==> config.mk <==
export PLATFORM = sky130hd
export DESIGN_NAME = i2c_start_seq
export DESIGN_NICKNAME = d
export VERILOG_FILES = /design/src/rtl/i2c_start_pkg.sv /design/src/rtl/i2c_start_sync.sv /design/src/rtl/i2c_start_brg.sv /design/src/rtl/i2c_start_seq.sv
export SDC_FILE = /design/constraint.sdc
export NUM_CORES = 1
export LEC_CHECK = 0
export ABC_AREA = 0
export ABC_CLOCK_PERIOD_IN_PS = 1720
export BUFFER_PORTS_ARGS = -buffer_cell sky130_fd_sc_hd__clkbuf_2
export CELL_PAD_IN_SITES_DETAIL_PLACEMENT = 1
export CELL_PAD_IN_SITES_GLOBAL_PLACEMENT = 1
export CORE_MARGIN = 8
export CORE_UTILIZATION = 34
export DETAILED_ROUTE_END_ITERATION = 8
export HOLD_SLACK_MARGIN = 0.02
export PLACE_DENSITY = 0.76
export SYNTH_ARGS = -nofsm -noshare
export SYNTH_HDL_FRONTEND = slang
export SYNTH_SLANG_ARGS = --single-unit
==> constraint.sdc <==
create_clock -name clk -period 1.72 [get_ports clk]
set_clock_uncertainty 0.15 [all_clocks]
set_input_delay 0 -clock clk [delete_from_list [all_inputs] [get_ports clk]]
set_output_delay 0 -clock clk [all_outputs]
set_load 0.02 [all_outputs]
==> src/rtl/i2c_start_pkg.sv <==
package i2c_start_pkg;

    localparam int RELOAD_W_DEF = 7;
    localparam int CTRL_W_DEF   = 5;
    localparam int DATA_W_DEF   = 8;
    localparam int SYNC_N_DEF   = 2;

    localparam int START_BIT = 0;
    localparam int IRQ_DONE  = 0;
    localparam int IRQ_BCOL  = 1;
    localparam int IRQ_WCOL  = 2;
    localparam int IRQ_N     = 3;

    typedef enum logic [1:0] {
        ST_IDLE = 2'd0,
        ST_PH1  = 2'd1,
        ST_PH2  = 2'd2,
        ST_HOLD = 2'd3
    } seq_state_e;

    typedef struct packed {
        logic sda;
        logic scl;
    } bus_lines_t;

    function automatic logic bus_free(input bus_lines_t b);
        return b.sda && b.scl;
    endfunction

endpackage

==> src/rtl/i2c_start_sync.sv <==
module i2c_start_sync #(
    parameter int W      = 2,
    parameter int STAGES = 2
) (
    input  logic         clk,
    input  logic         rst,
    input  logic [W-1:0] d,
    output logic [W-1:0] q
);
    logic [W-1:0] stg [STAGES];

    for (genvar s = 0; s < STAGES; s++) begin : g_stage
        if (s == 0) begin : g_first
            always_ff @(posedge clk) begin
                if (rst) stg[s] <= '1;
                else     stg[s] <= d;
            end
        end else begin : g_next
            always_ff @(posedge clk) begin
                if (rst) stg[s] <= '1;
                else     stg[s] <= stg[s-1];
            end
        end
    end

    assign q = stg[STAGES-1];
endmodule

==> src/rtl/i2c_start_brg.sv <==
module i2c_start_brg #(
    parameter int W = 7
) (
    input  logic         clk,
    input  logic         rst,
    input  logic         tick,
    input  logic         load,
    input  logic         stop,
    input  logic [W-1:0] reload,
    output logic         timeout
);
    localparam logic [W-1:0] ONE = W'(1);

    logic [W-1:0] cnt;
    logic [W-1:0] eff;

    assign eff     = (reload <= ONE) ? ONE : reload;
    assign timeout = tick && (cnt == ONE);

    always_ff @(posedge clk) begin
        if (rst)                   cnt <= '0;
        else if (load)             cnt <= eff;
        else if (stop)             cnt <= '0;
        else if (tick && cnt != 0) cnt <= cnt - ONE;
    end

    a_r5_min_count: assert property (@(posedge clk) disable iff (rst)
        load |=> (cnt != '0));
endmodule

==> src/rtl/i2c_start_seq.sv <==
module i2c_start_seq
    import i2c_start_pkg::*;
#(
    parameter int RELOAD_W = RELOAD_W_DEF,
    parameter int CTRL_W   = CTRL_W_DEF,
    parameter int DATA_W   = DATA_W_DEF,
    parameter int SYNC_N   = SYNC_N_DEF
) (
    input  logic                clk,
    input  logic                rst,
    input  logic                tick,
    input  logic                ctrl_wr,
    input  logic [CTRL_W-1:0]   ctrl_wdata,
    input  logic [RELOAD_W-1:0] reload,
    input  logic                buf_wr,
    input  logic [DATA_W-1:0]   buf_wdata,
    input  logic                sda_in,
    input  logic                scl_in,
    input  logic [IRQ_N-1:0]    irq_clr,
    output logic                sda_oe,
    output logic [CTRL_W-1:0]   ctrl_q,
    output logic                start_seen,
    output logic                done_irq,
    output logic                bcol_irq,
    output logic                wcol_flag,
    output logic [DATA_W-1:0]   buf_q
);
    seq_state_e state, nxt;
    bus_lines_t bus_s;
    logic       busy, timeout;
    logic       brg_load, brg_stop, drive_low;
    logic       set_seen, set_done, set_bcol, clr_en;

    i2c_start_sync #(.W(2), .STAGES(SYNC_N)) u_sync (
        .clk (clk),
        .rst (rst),
        .d   ({sda_in, scl_in}),
        .q   ({bus_s.sda, bus_s.scl})
    );

    i2c_start_brg #(.W(RELOAD_W)) u_brg (
        .clk     (clk),
        .rst     (rst),
        .tick    (tick),
        .load    (brg_load),
        .stop    (brg_stop),
        .reload  (reload),
        .timeout (timeout)
    );

    assign busy = (state == ST_PH1) || (state == ST_PH2);

    always_comb begin
        nxt       = state;
        brg_load  = 1'b0;
        brg_stop  = 1'b0;
        drive_low = 1'b0;
        set_seen  = 1'b0;
        set_done  = 1'b0;
        set_bcol  = 1'b0;
        clr_en    = 1'b0;
        unique case (state)
            ST_IDLE: if (ctrl_q[START_BIT]) begin
                if (bus_free(bus_s)) begin
                    brg_load = 1'b1;
                    nxt      = ST_PH1;
                end else begin
                    set_bcol = 1'b1;
                    clr_en   = 1'b1;
                end
            end
            ST_PH1: begin
                if (!bus_s.scl || (timeout && !bus_free(bus_s))) begin
                    set_bcol = 1'b1;
                    clr_en   = 1'b1;
                    brg_stop = 1'b1;
                    nxt      = ST_IDLE;
                end else if (timeout) begin
                    drive_low = 1'b1;
                    set_seen  = 1'b1;
                    brg_load  = 1'b1;
                    nxt       = ST_PH2;
                end
            end
            ST_PH2: if (timeout) begin
                set_done = 1'b1;
                clr_en   = 1'b1;
                nxt      = ST_HOLD;
            end
            default: ;
        endcase
    end

    always_ff @(posedge clk) begin
        if (rst) begin
            state      <= ST_IDLE;
            sda_oe     <= 1'b0;
            start_seen <= 1'b0;
            ctrl_q     <= '0;
            done_irq   <= 1'b0;
            bcol_irq   <= 1'b0;
            wcol_flag  <= 1'b0;
            buf_q      <= '0;
        end else begin
            state <= nxt;
            if (drive_low) sda_oe     <= 1'b1;
            if (set_seen)  start_seen <= 1'b1;
            if (ctrl_wr && !busy) ctrl_q <= ctrl_wdata;
            if (clr_en) ctrl_q[START_BIT] <= 1'b0;
            done_irq  <= set_done | (done_irq & ~irq_clr[IRQ_DONE]);
            bcol_irq  <= set_bcol | (bcol_irq & ~irq_clr[IRQ_BCOL]);
            wcol_flag <= (buf_wr && busy) | (wcol_flag & ~irq_clr[IRQ_WCOL]);
            if (buf_wr && !busy) buf_q <= buf_wdata;
        end
    end

    a_r6_abort_releases: assert property (@(posedge clk) disable iff (rst)
        $rose(bcol_irq) |-> (!sda_oe && !ctrl_q[START_BIT]));

    a_r3_done_clears_req: assert property (@(posedge clk) disable iff (rst)
        $rose(done_irq) |-> !ctrl_q[START_BIT]);

    a_r4_hold_low: assert property (@(posedge clk) disable iff (rst)
        (state == ST_HOLD) |=> (sda_oe && state == ST_HOLD));

    a_r8_buf_frozen: assert property (@(posedge clk) disable iff (rst)
        (busy && buf_wr) |=> (wcol_flag && $stable(buf_q)));

    a_r9_ctrl_locked: assert property (@(posedge clk) disable iff (rst)
        (busy && ctrl_wr) |=> $stable(ctrl_q[CTRL_W-1:1]));

    a_r2_seen_with_low: assert property (@(posedge clk) disable iff (rst)
        $rose(start_seen) |-> $rose(sda_oe));
endmodule

==> run summary, run 1 <==
The root buffer cell chosen for the clock tree is sky130_fd_sc_hd__clkbuf_8. The total CTS buffers is 5. The mean instance size in the synthesized netlist is approximately 9.5 µm². The full die area came out at 7020 µm².

Setup repair after global routing could not meet its margin everywhere. The min-delay analysis places its worst path in the category in2reg. In this run, placement finished with an instance count of 291. The post-route DRC violation count is 0. The final weighted congestion in routability-driven placement came out at 0.792. The critical path class is reg2reg. The final layout net count is about 310. The most common flop cell mapped by yosys is sky130_fd_sc_hd__dfxtp_1. The power density of the placed cells came out at about 1200 nW/µm². The core occupancy in the finished layout is about three fifths. The overall routed net length is 7340 µm.

The share of the yosys chip area belonging to registers is roughly two fifths. The number of flops mapped to enable cells by yosys came out at 0. The worst-skew pair later-pin latency came out at 0.30 ns. The post-synthesis cell area is around 1600 µm². After layout, the worst setup slack is -0.301 ns. The hold violation total from the final report came out at 0. The longest clock path from root to sink contains 2 buffers. The worst supply voltage drop on vdd came out at 706 µV. The initialized floorplan defines 24 standard-cell rows.

The synthesized netlist cell count came out at 165. The number of H-tree levels is 2. The via count of the first global-routing pass was a little under 2k. The synthesis-to-finish area growth came out at 65.6%. The transition time of the tightest slew-check pin came out at 0.404 ns. The number of setup violations in the final report is 13. The HPWL after detailed placement is between 3000 and 4000 µm.

The warning count from the yosys run is 0. The critical path data arrival time is approximately 2.1 ns. The count of final max-slew check failures came out at 0. The initial cell density of the core is 35.6%. Summing over every cut layer, the via total after detailed routing is 1,781. The width of the die is 83.8 µm.

The violation count after the first detailed-route iteration is roughly 80. The clock tree from TritonCTS is done. The largest fanout of any net on the critical path came out at 5. The fmax is 495 MHz.

The element type at the critical path start is a flip-flop. The number of buffers added on ports came out at 47. The leakage power of the design is ~0.0012 µW.

The first detailed-routing pass took 4 iterations. The detailed-route wire length per cell is between 20 and 25 µm. The worst setup path is captured at a flip-flop. The number of synthesized register bits came out at 30. Of the cells placed in the final design, the portion with a size suffix greater than 1 is between 40 and 50%. In the global route stage, overall resource usage came out at between 15 and 20%. The clock net sink count is 30. The required time at the endpoint of the critical path came out at 1.80 ns. The fraction of registers with async set or reset after synthesis is 0%. The post-detailed-route count of antenna-violating nets is 0.

The post-detailed-route via-to-cell ratio is between 5 and 6. The die extent in y came out at about 84 µm. The final instance count without filler cells came out at 328. The CTS clock-pin slew for the worst setup and hold paths came out at approximately 0.080 ns.

The checks that failed: negative setup slack. The flow ran to the end, but the final reports show violations. The initial antenna violation count was 0. The worst slew margin relative to its limit came out at around three quarters. The maximum number of pins on one net before global-route repair is 16. The placeable core area came out at approximately 4400 µm². The clock period minus final worst setup slack is 2.02 ns. The period utilization came out at 117%. The number of nets in the synthesized netlist is 203.

For the worst flop-to-flop path, the logic depth is 6. Setup slack on the worst reg-to-reg path comes out at -0.30 ns. The top-level port count is 48. The count of different cell masters after synthesis is between 40 and 50. The number of antenna diodes is 0. The number of maximum-capacitance violations is 0.

The final global-route overflow total is 0. The number of instances on the worst hold path came out at 4. The first-pass GRT wire length came out at about 10000 µm.
[layer usage]
| metal | part of all wire (%) | track usage, % | vias up |
|---|---|---|---|
| met5 | 0 | 0 | - |
| li1 | - | - | 804 |
| met4 | 3.0 | 7.69 | 0 |
| met3 | 5.9 | 4.49 | 22 |
| met1 | 39 | 18.3 | 876 |
| met2 | 52 | 30.1 | 79 |
[registers in the layout, summed over array words and instances (netlist names), 2 cells and up]
signal / cells
state: 2
buf_q: 8
u_sync.stg: 4
ctrl_q: 5
u_brg.cnt: 7
[layout by cell type, fill, tap and decap left out, drive strengths merged, types with 2 or more instances in the layout]
master and count:
or2 5, clkbuf 53, o21ai 6, a211oi 3, mux2i 13, a21oi 12
dlygate4sd3 28, nand2b 4, dfxtp 30, nand2 11, xnor2 3, nor2b 5
a22o 3, nor3 4, buf 37, a2bb2oi 2, inv 6, o21a 2
or4 3, nor2 19, ha 8
[what timing repair did]
item | CTS | global route
gates cloned | 0 | 0
setup endpoints to repair | 23 | 25
endpoints found under the hold margin | 28 | 0
gates resized for setup | 7 | 18
hold buffers | 28 | 0
setup buffers | 1 | 0
pin swaps | 3 | 4
[Yosys cell counts, types with 2 or more instances]
master,count,area [µm²]
sky130_fd_sc_hd__or4_1,2,15.0
sky130_fd_sc_hd__clkbuf_1,7,26.3
sky130_fd_sc_hd__a211oi_1,3,22.5
sky130_fd_sc_hd__a21oi_1,12,60.1
sky130_fd_sc_hd__o21ai_0,5,25.0
sky130_fd_sc_hd__mux2i_1,13,130
sky130_fd_sc_hd__a2bb2oi_1,2,17.5
sky130_fd_sc_hd__a22o_1,3,26.3
sky130_fd_sc_hd__ha_1,8,100
sky130_fd_sc_hd__inv_1,6,22.5
sky130_fd_sc_hd__nor3_1,4,20.0
sky130_fd_sc_hd__nor2b_1,5,31.3
sky130_fd_sc_hd__nor2_1,17,63.8
sky130_fd_sc_hd__xnor2_1,2,17.5
sky130_fd_sc_hd__dfxtp_1,30,601
sky130_fd_sc_hd__nand2b_1,4,25.0
sky130_fd_sc_hd__or2_2,4,25.0
sky130_fd_sc_hd__nand2_1,11,41.3
[final cells by class]
type                       count  area [µm²]
tap                           52        65.1
sequential                    30         607
fill                         500        1800
timing repair buffer         112         808
clock inverter                 2        12.5
clock buffer                   6        82.6
multi-input combinational    120         990
inverter                       6        22.5
[metrics by stage]
stage,setup TNS [ns],setup WS (ns),instance area (µm²),hold slack [ns],total power [µW]
floorplan,-0.599,-0.111,1600,-0.0462,1710
global placement,-1.62,-0.177,2110,0.0343,2140
finish,-2.80,-0.301,2590,0.0668,3110
global route,-3.54,-0.337,2590,0.164,3230
CTS,-2.18,-0.238,2520,0.0585,2880
detailed placement,-2.39,-0.203,2110,0.0366,2170
[path summary, 6_finish.rpt]
check                                endpoint                        start
hold reg to reg   u_sync.stg[1][0]$_SDFF_PP1_  u_sync.stg[0][0]$_SDFF_PP1_
hold / removal      u_brg.cnt[6]$_SDFFE_PP0P_                         tick
setup / recovery    u_brg.cnt[2]$_SDFFE_PP0P_    u_brg.cnt[5]$_SDFFE_PP0P_
setup reg to reg    u_brg.cnt[2]$_SDFFE_PP0P_    u_brg.cnt[5]$_SDFFE_PP0P_
[cell families after synthesis]
kind of cell | count (synthesis) | synth area share [%]
AO/OA/AOI/OAI | 36 | 18.5
adder cells (fa/ha/maj) | 8 | 6.41
flip-flops | 30 | 38.4
XOR/XNOR | 4 | 2.72
buffers and inverters | 15 | 4.32
multiplexers | 14 | 9.05
AND/OR/NAND/NOR | 58 | 20.6
[power breakdown]
group / internal [µW] / switching [µW] / total (µW)
sequential: 803 / 94.2 / 897
clock: 322 / 316 / 638
combinational: 788 / 783 / 1570
total: 1910 / 1190 / 3110
[critical path, stage by stage (launching register included)]
cell	delay (ns)
sky130_fd_sc_hd__dfxtp_1	0.34
sky130_fd_sc_hd__or4_4	0.56
sky130_fd_sc_hd__buf_6	0.15
sky130_fd_sc_hd__nor2_8	0.13
sky130_fd_sc_hd__a41oi_4	0.21
sky130_fd_sc_hd__nor2_4	0.22
sky130_fd_sc_hd__a22o_1	0.19
No activity file was read; power rests on OpenSTA's default activity.
==> run 2: changes to the inputs <==
- BUFFER_PORTS_ARGS: -buffer_cell sky130_fd_sc_hd__clkbuf_2 -> -buffer_cell sky130_fd_sc_hd__buf_4
- CAP_MARGIN: unset -> 15
==> run summary, run 2 (same netlist as run 1, synthesis figures left out) <==
The run finished, with violations left. The checks that failed: negative setup slack. The maximum number of pins on one net before global-route repair came out at 28 (+12). For this design, the slowest cell found on the critical path is sky130_fd_sc_hd__or4_4.

The number of maximum-capacitance violations came out at 0 (unchanged). The power density of the placed cells came to 1160 nW/µm² (-3.1%). The final layout net count is 308 (-1.6%). The final hold slack came out at 0.0657 ns (-0.00107 ns). STA classifies the critical path startpoint as a flip-flop. The transition time of the tightest slew-check pin is 0.372 ns (-0.0314 ns).

The period utilization came out at 115% (-2.7 points). The overall routed net length came to 6880 µm (-6.3%). In the layout the commonest cells are sky130_fd_sc_hd__buf_4, sky130_fd_sc_hd__dlygate4sd3_1, sky130_fd_sc_hd__dfxtp_1, sky130_fd_sc_hd__nor2_1, sky130_fd_sc_hd__mux2i_1.

The startpoint identified for the worst register-to-register timing path is u_brg.cnt[2]$_SDFFE_PP0P_. The clock net sink count came out at 30 (unchanged). The global router's overall resource usage came to 17.8% (+0.86 points).

The number of H-tree levels is 2 (unchanged). The worst reg2reg path depth came out at 6 (unchanged). The class of the worst hold path is in2reg. The first-pass iteration count of the detailed router was 4 (unchanged). The placeable core area is 4380 µm² (unchanged).

The final instance area is 2720 µm² (+5.3%). The full die area is 7020 µm² (unchanged). The number of buffers added on ports came out at 47 (unchanged).

The violation count after the first detailed-route iteration came out at 65 (-18%). The relative contribution of the clock network to total power is 18.5% (-2.0 points). The via count of the first global-routing pass was 1,961 (-1.1%).

The critical path data arrival time came out at 1.98 ns (-0.13 ns). The initial antenna violation count was 0 (unchanged). The final weighted congestion in routability-driven placement came out at 0.853 (+7.6%).

The final global-route overflow total is 0 (unchanged). The signal on the critical path passes through or4_4 > buf_6 > o311a_1 > o21ai_2 > mux2_1 > nor2_1. buf_q holds more flip-flops than any other register. The hold violation total from the final report is 0 (unchanged). The root buffer cell chosen for the clock tree is sky130_fd_sc_hd__clkbuf_8. The initial cell density of the core was 35.6% (unchanged). The worst slew margin relative to its limit came out at 75.1% (+2.1 points). The share of total power in combinational logic is 53.5% (+2.9 points).

The switching fraction of total power came out at 38.7% (+0.26 points). The detailed-route wire length per cell came to 21.3 µm (-4.8%). The portion of total power attributed to sequential cells came out at 28.0% (-0.9 points). The first-pass GRT wire length is 10,300 µm (+3.8%). The fmax is 507 MHz (+2.4%).

The worst hold path begins at tick. Setup repair after global routing could not meet its margin everywhere. The row count came to 24 (unchanged). The largest fanout of any net on the critical path was 3 (-2). The net switching power came out at 1220 µW (+2.7%). The count of final max-slew check failures is 0 (unchanged). The critical path class is reg2reg.

The post-detailed-route via-to-cell ratio was 5.25 (-3.3%). The kind of end point of the critical path is a flip-flop. The total of fill cells in the finished design was 475 (-5.0%). The leakage power of the design came out at 0.00122 µW (+2.4%). The top-level port count was 48 (unchanged). The synthesis-to-finish area growth came out at 74.3%. The worst supply voltage drop on vdd came out at 524 µV (-26%). The largest registers in the layout are buf_q x8, u_brg.cnt x7, ctrl_q x5. The largest buffer count on any clock path was 2 (unchanged). The worst-skew pair later-pin latency came to 0.29 ns (about the same). The required time at the endpoint of the critical path is 1.72 ns (-0.08 ns). The buffers plus inverters on the worst setup path came out at 1 (unchanged). The total number of vias came out at 1,696 (-4.8%).

The CTS clock-pin slew for the worst setup and hold paths is 0.07 ns (about the same). The number of setup violations in the final report is 12 (-1). The area of placed instances came to 2200 µm² (+4.1%). The minimum setup slack in the final design is -0.254 ns (+0.0468 ns). The kind of cell with the highest combined delay along the critical path is simple AND/OR/NAND/NOR gates.

The register-to-register path setup slack is -0.25 ns (+0.05 ns). The post-detailed-route count of antenna-violating nets came to 0 (unchanged). The number of instances on the worst hold path was 4 (unchanged). Leaving out fill and tap cells, the most frequent cell in the layout is sky130_fd_sc_hd__buf_4. In this run the critical register-to-register path is captured at state[1]$_SDFFE_PP0P_. The clock period minus final worst setup slack is 1.97 ns (-0.0468 ns). The number of antenna diodes is 0 (unchanged).

TritonCTS built the clock tree. The post-route DRC violation count is 0 (unchanged). The width of the die is 83.8 µm (unchanged). The die extent in y is 83.8 µm (unchanged).

The fraction of layout instances using a drive strength above 1 is 49.4% (+4.5 points). The number of flip-flops in the largest register came out at 8 (unchanged). The detailed-placement wirelength estimate came to 3550 µm (-0.75%). The design internal power came out at 1940 µW (+1.5%). For hold timing, the worst endpoint is u_brg.cnt[6]$_SDFFE_PP0P_. The stage delay of the slowest cell on the critical path came out at 0.55 ns (about the same).

The total CTS buffers came to 5 (unchanged).
-- run 2: changes by cell type in the layout (fill, tap and decap cells not counted), moves of 2 or more --
cell and change:
sky130_fd_sc_hd__a21oi_1 -3, sky130_fd_sc_hd__a21oi_2 +3, sky130_fd_sc_hd__buf_4 +44, sky130_fd_sc_hd__clkbuf_2 -47, sky130_fd_sc_hd__nor2b_2 +2, sky130_fd_sc_hd__o21ai_1 -2
-- run 2: layer usage --
layer  GRT usage [%]  wire (µm)  up-vias
li1                -          -      789
met1            18.0       2740      836
met2            31.6       3590       55
met3            6.74        390       16
met4            8.16        163        0
met5               0          0        -
-- run 2: worst max path at each step --
stage | start | slack, ns | end | cells past startpoint
detailed placement | u_brg.cnt[5]$_SDFFE_PP0P_ | -0.26 | u_brg.cnt[6]$_SDFFE_PP0P_ | 5
CTS | u_brg.cnt[2]$_SDFFE_PP0P_ | -0.21 | u_brg.cnt[6]$_SDFFE_PP0P_ | 6
finish | u_brg.cnt[2]$_SDFFE_PP0P_ | -0.25 | state[1]$_SDFFE_PP0P_ | 6
global route | u_brg.cnt[2]$_SDFFE_PP0P_ | -0.32 | state[1]$_SDFFE_PP0P_ | 6
global placement | u_brg.cnt[5]$_SDFFE_PP0P_ | -0.20 | u_brg.cnt[6]$_SDFFE_PP0P_ | 5
floorplan | u_brg.cnt[2]$_SDFFE_PP0P_ | -0.11 | state[1]$_SDFFE_PP0P_ | 6
-- run 2: per-stage QoR --
stage	total power [µW]	setup WS (ns)	instances	utilization [%]	setup TNS, ns
after floorplan	1710	-0.111	165	-	-0.599
after global routing	3310	-0.320	323	62.1	-2.72
after CTS	2940	-0.207	321	59.3	-1.90
final	3170	-0.254	323	62.1	-2.18
after detailed placement	2190	-0.260	287	50.2	-1.85
after global placement	2170	-0.196	287	50.2	-1.40
-- run 2: layout make-up --
type / instances / area [µm²] / share of cell area [%]
Clock buffer: 5 / 68.8 / 2.53
Inverter: 6 / 22.5 / 0.827
Tap cell: 52 / 65.1 / 2.39
Multi-Input combinational cell: 120 / 1060 / 38.8
Sequential cell: 30 / 608 / 22.3
Timing Repair Buffer: 107 / 882 / 32.4
Clock inverter: 3 / 21.3 / 0.781
-- run 2: worst reg2reg max path, cell delays in order, from the launching register on --
cell and delay (ns):
sky130_fd_sc_hd__dfxtp_2 0.33, sky130_fd_sc_hd__or4_4 0.55, sky130_fd_sc_hd__buf_6 0.15, sky130_fd_sc_hd__o311a_1 0.34, sky130_fd_sc_hd__o21ai_2 0.12, sky130_fd_sc_hd__mux2_1 0.15
sky130_fd_sc_hd__nor2_1 0.05
-- run 2: power by group through the flow --
stage | Combinational, µW | Sequential, µW | Clock [µW]
after floorplan | 775 | 930 | 0
after CTS | 1480 | 871 | 591
final | 1690 | 886 | 586
after global placement | 1290 | 880 | 0
after detailed placement | 1310 | 884 | 0
after global routing | 1790 | 895 | 632
-- run 2: repair_timing --
action,in CTS,in global routing
resized for setup,14,27
hold endpoints to repair,28,20
setup endpoints to repair,16,25
pin swaps,9,12
hold buffers,26,1
setup buffers,0,1
gates cloned,0,0
==> run 3: changes to the inputs <==
- CORE_MARGIN: 8 -> 2
==> run summary, run 3 (same netlist as run 1, synthesis figures left out) <==
The run finished, with violations left. The checks that failed: negative setup slack. The required time at the endpoint of the critical path came out at 1.74 ns (+0.02 ns). The count of final max-slew check failures is 0 (unchanged).

The final layout net count is 313 (+1.6%). The maximum number of pins on one net before global-route repair is 28 (unchanged). The full die area is 5150 µm² (-27%).

The clock net sink count is 30 (unchanged). The period utilization was 123% (+8.4 points). The first-pass GRT wire length is 10,200 µm (-0.20%). The fmax is 472 MHz (-6.8%). The overall routed net length came out at 7710 µm (+12%). The detailed-placement wirelength estimate is 3500 µm (-1.6%). The post-detailed-route count of antenna-violating nets came out at 0 (unchanged). The critical path in this run is classified as reg2reg. The number of setup violations in the final report came out at 14 (+2).

The number of flip-flops in the largest register is 8 (unchanged). More flip-flops sit in one register than any other, and that register is buf_q. The worst slack after detailed placement came out at -0.188 ns (+0.0714 ns). The initial cell density of the core was 35.6% (unchanged).

The total of fill cells in the finished design is 457 (-3.8%). The total number of vias came out at 1,809 (+6.7%). The top-level port count is 48 (unchanged). The number of buffers added on ports is 47 (unchanged). The power consumption came out at 3130 µW (-1.2%).

The via count of the first global-routing pass was 1,941 (-1.0%). The clock period minus final worst setup slack is 2.12 ns (+0.145 ns). The root buffer selected by CTS is sky130_fd_sc_hd__clkbuf_8. The transition time of the tightest slew-check pin is 0.426 ns (+0.0543 ns). The post-detailed-route via-to-cell ratio came out at 5.52 (+5.0%). The violation count after the first detailed-route iteration is 102 (+57%).

The largest buffer count on any clock path was 2 (unchanged). In the layout the commonest cells are sky130_fd_sc_hd__buf_4, sky130_fd_sc_hd__dlygate4sd3_1, sky130_fd_sc_hd__dfxtp_1, sky130_fd_sc_hd__nor2_1. The worst supply voltage drop on vdd is 743 µV (+42%). The total CTS buffers was 5 (unchanged). TritonCTS built the clock tree. The minimum setup slack in the final design is -0.399 ns (-0.145 ns). The power density of the placed cells was 1140 nW/µm² (-2.2%). The number of maximum-capacitance violations is 0 (unchanged).

The worst-skew pair later-pin latency came out at 0.30 ns (about the same). The CTS clock-pin slew for the worst setup and hold paths is 0.08 ns (about the same). The largest fanout of any net on the critical path came out at 8 (+5). The initial antenna violation count came out at 0 (unchanged).

The leakage power of the design came out at 0.00123 µW (+0.96%). The post-route DRC violation count is 0 (unchanged). The tightest min-delay check is of the in2reg type.

The width of the die came out at 71.8 µm (-14%). The number of H-tree levels came out at 2 (unchanged). The final instance count without filler cells was 328 (+1.5%). The number of antenna diodes came out at 0 (unchanged).

The number of instances in the placed design is 289 (+0.70%). The worst slew margin relative to its limit is 71.5% (-3.6 points). The hold violation total from the final report came out at 0 (unchanged). The first-pass iteration count of the detailed router came out at 4 (unchanged). The final setup TNS came out at -3.40 ns (-1.22 ns). The critical path data arrival time came out at 2.14 ns (+0.16 ns).

The final weighted congestion in routability-driven placement came out at 0.782 (-8.2%). The final global-route overflow total was 0 (unchanged). The library cell used most frequently in the layout, excluding fill and tap cells, is sky130_fd_sc_hd__buf_4. STA classifies the critical path endpoint as a flip-flop. The detailed-route wire length per cell is 23.5 µm (+10%). The placeable core area came out at 4380 µm² (unchanged). The row count came out at 24 (unchanged).

The die extent in y is 71.8 µm (-14%). The area growth from synthesis to layout is 76.1%. The largest registers in the layout are buf_q x8, u_brg.cnt x7, ctrl_q x5. The global router's overall resource usage came out at 26.0% (+8.1 points). The fraction of layout instances using a drive strength above 1 came out at 48.6% (-0.90 points).

The final hold slack is 0.0805 ns (+0.0148 ns). The element type at the critical path start is a flip-flop. Setup repair after global routing could not meet its margin everywhere.
[run 3: power breakdown]
group	internal, µW	total, µW	switching [µW]
combinational	763	1560	798
clock	322	651	328
sequential	803	917	113
total	1890	3130	1240
[run 3: per-layer routing]
metal,global-route usage [%],routed length [µm]
met4,11.5,291
met3,5.49,422
met5,0,0
met2,46.2,3860
met1,29.8,3140
[run 3: worst max-delay path, cell delays in order (launching register included)]
cell	delay, ns
sky130_fd_sc_hd__dfxtp_1	0.34
sky130_fd_sc_hd__or4_4	0.66
sky130_fd_sc_hd__nor2_8	0.19
sky130_fd_sc_hd__a41oi_4	0.20
sky130_fd_sc_hd__a211oi_1	0.44
[run 3: layout make-up]
class | count | area (µm²) | share of cell area [%]
multi-input cells | 120 | 1030 | 37.5
clock inverters | 2 | 12.5 | 0.455
well taps | 52 | 65.1 | 2.36
clock buffers | 6 | 82.6 | 3.00
inverters | 6 | 25.0 | 0.910
repair buffers | 112 | 928 | 33.7
flip-flops and latches | 30 | 606 | 22.0
[run 3: per-stage QoR]
stage,cell area [µm²],utilization (%)
2_1_floorplan,1600,-
3_3_place_gp,2220,50.6
3_5_place_dp,2220,50.6
4_1_cts,2640,60.3
5_1_grt,2750,62.8
6_report,2750,62.8
[run 3: worst paths after layout]
path / startpoint / to / slack (ns) / cells after the start
hold / removal: tick / u_brg.cnt[5]$_SDFFE_PP0P_ / 0.08 / 4
setup reg to reg: u_brg.cnt[5]$_SDFFE_PP0P_ / u_brg.cnt[5]$_SDFFE_PP0P_ / -0.40 / 4
setup / recovery: u_brg.cnt[5]$_SDFFE_PP0P_ / u_brg.cnt[5]$_SDFFE_PP0P_ / -0.40 / 4
hold reg to reg: u_sync.stg[0][0]$_SDFF_PP1_ / u_sync.stg[1][0]$_SDFF_PP1_ / 0.30 / 1
[run 3: timing repair]
action / CTS / global route
hold buffers: 27 / 0
endpoints found under the setup margin: 23 / 25
hold endpoints to repair: 28 / 0
resized for setup: 6 / 33
pin swaps: 5 / 5
setup buffers: 4 / 0
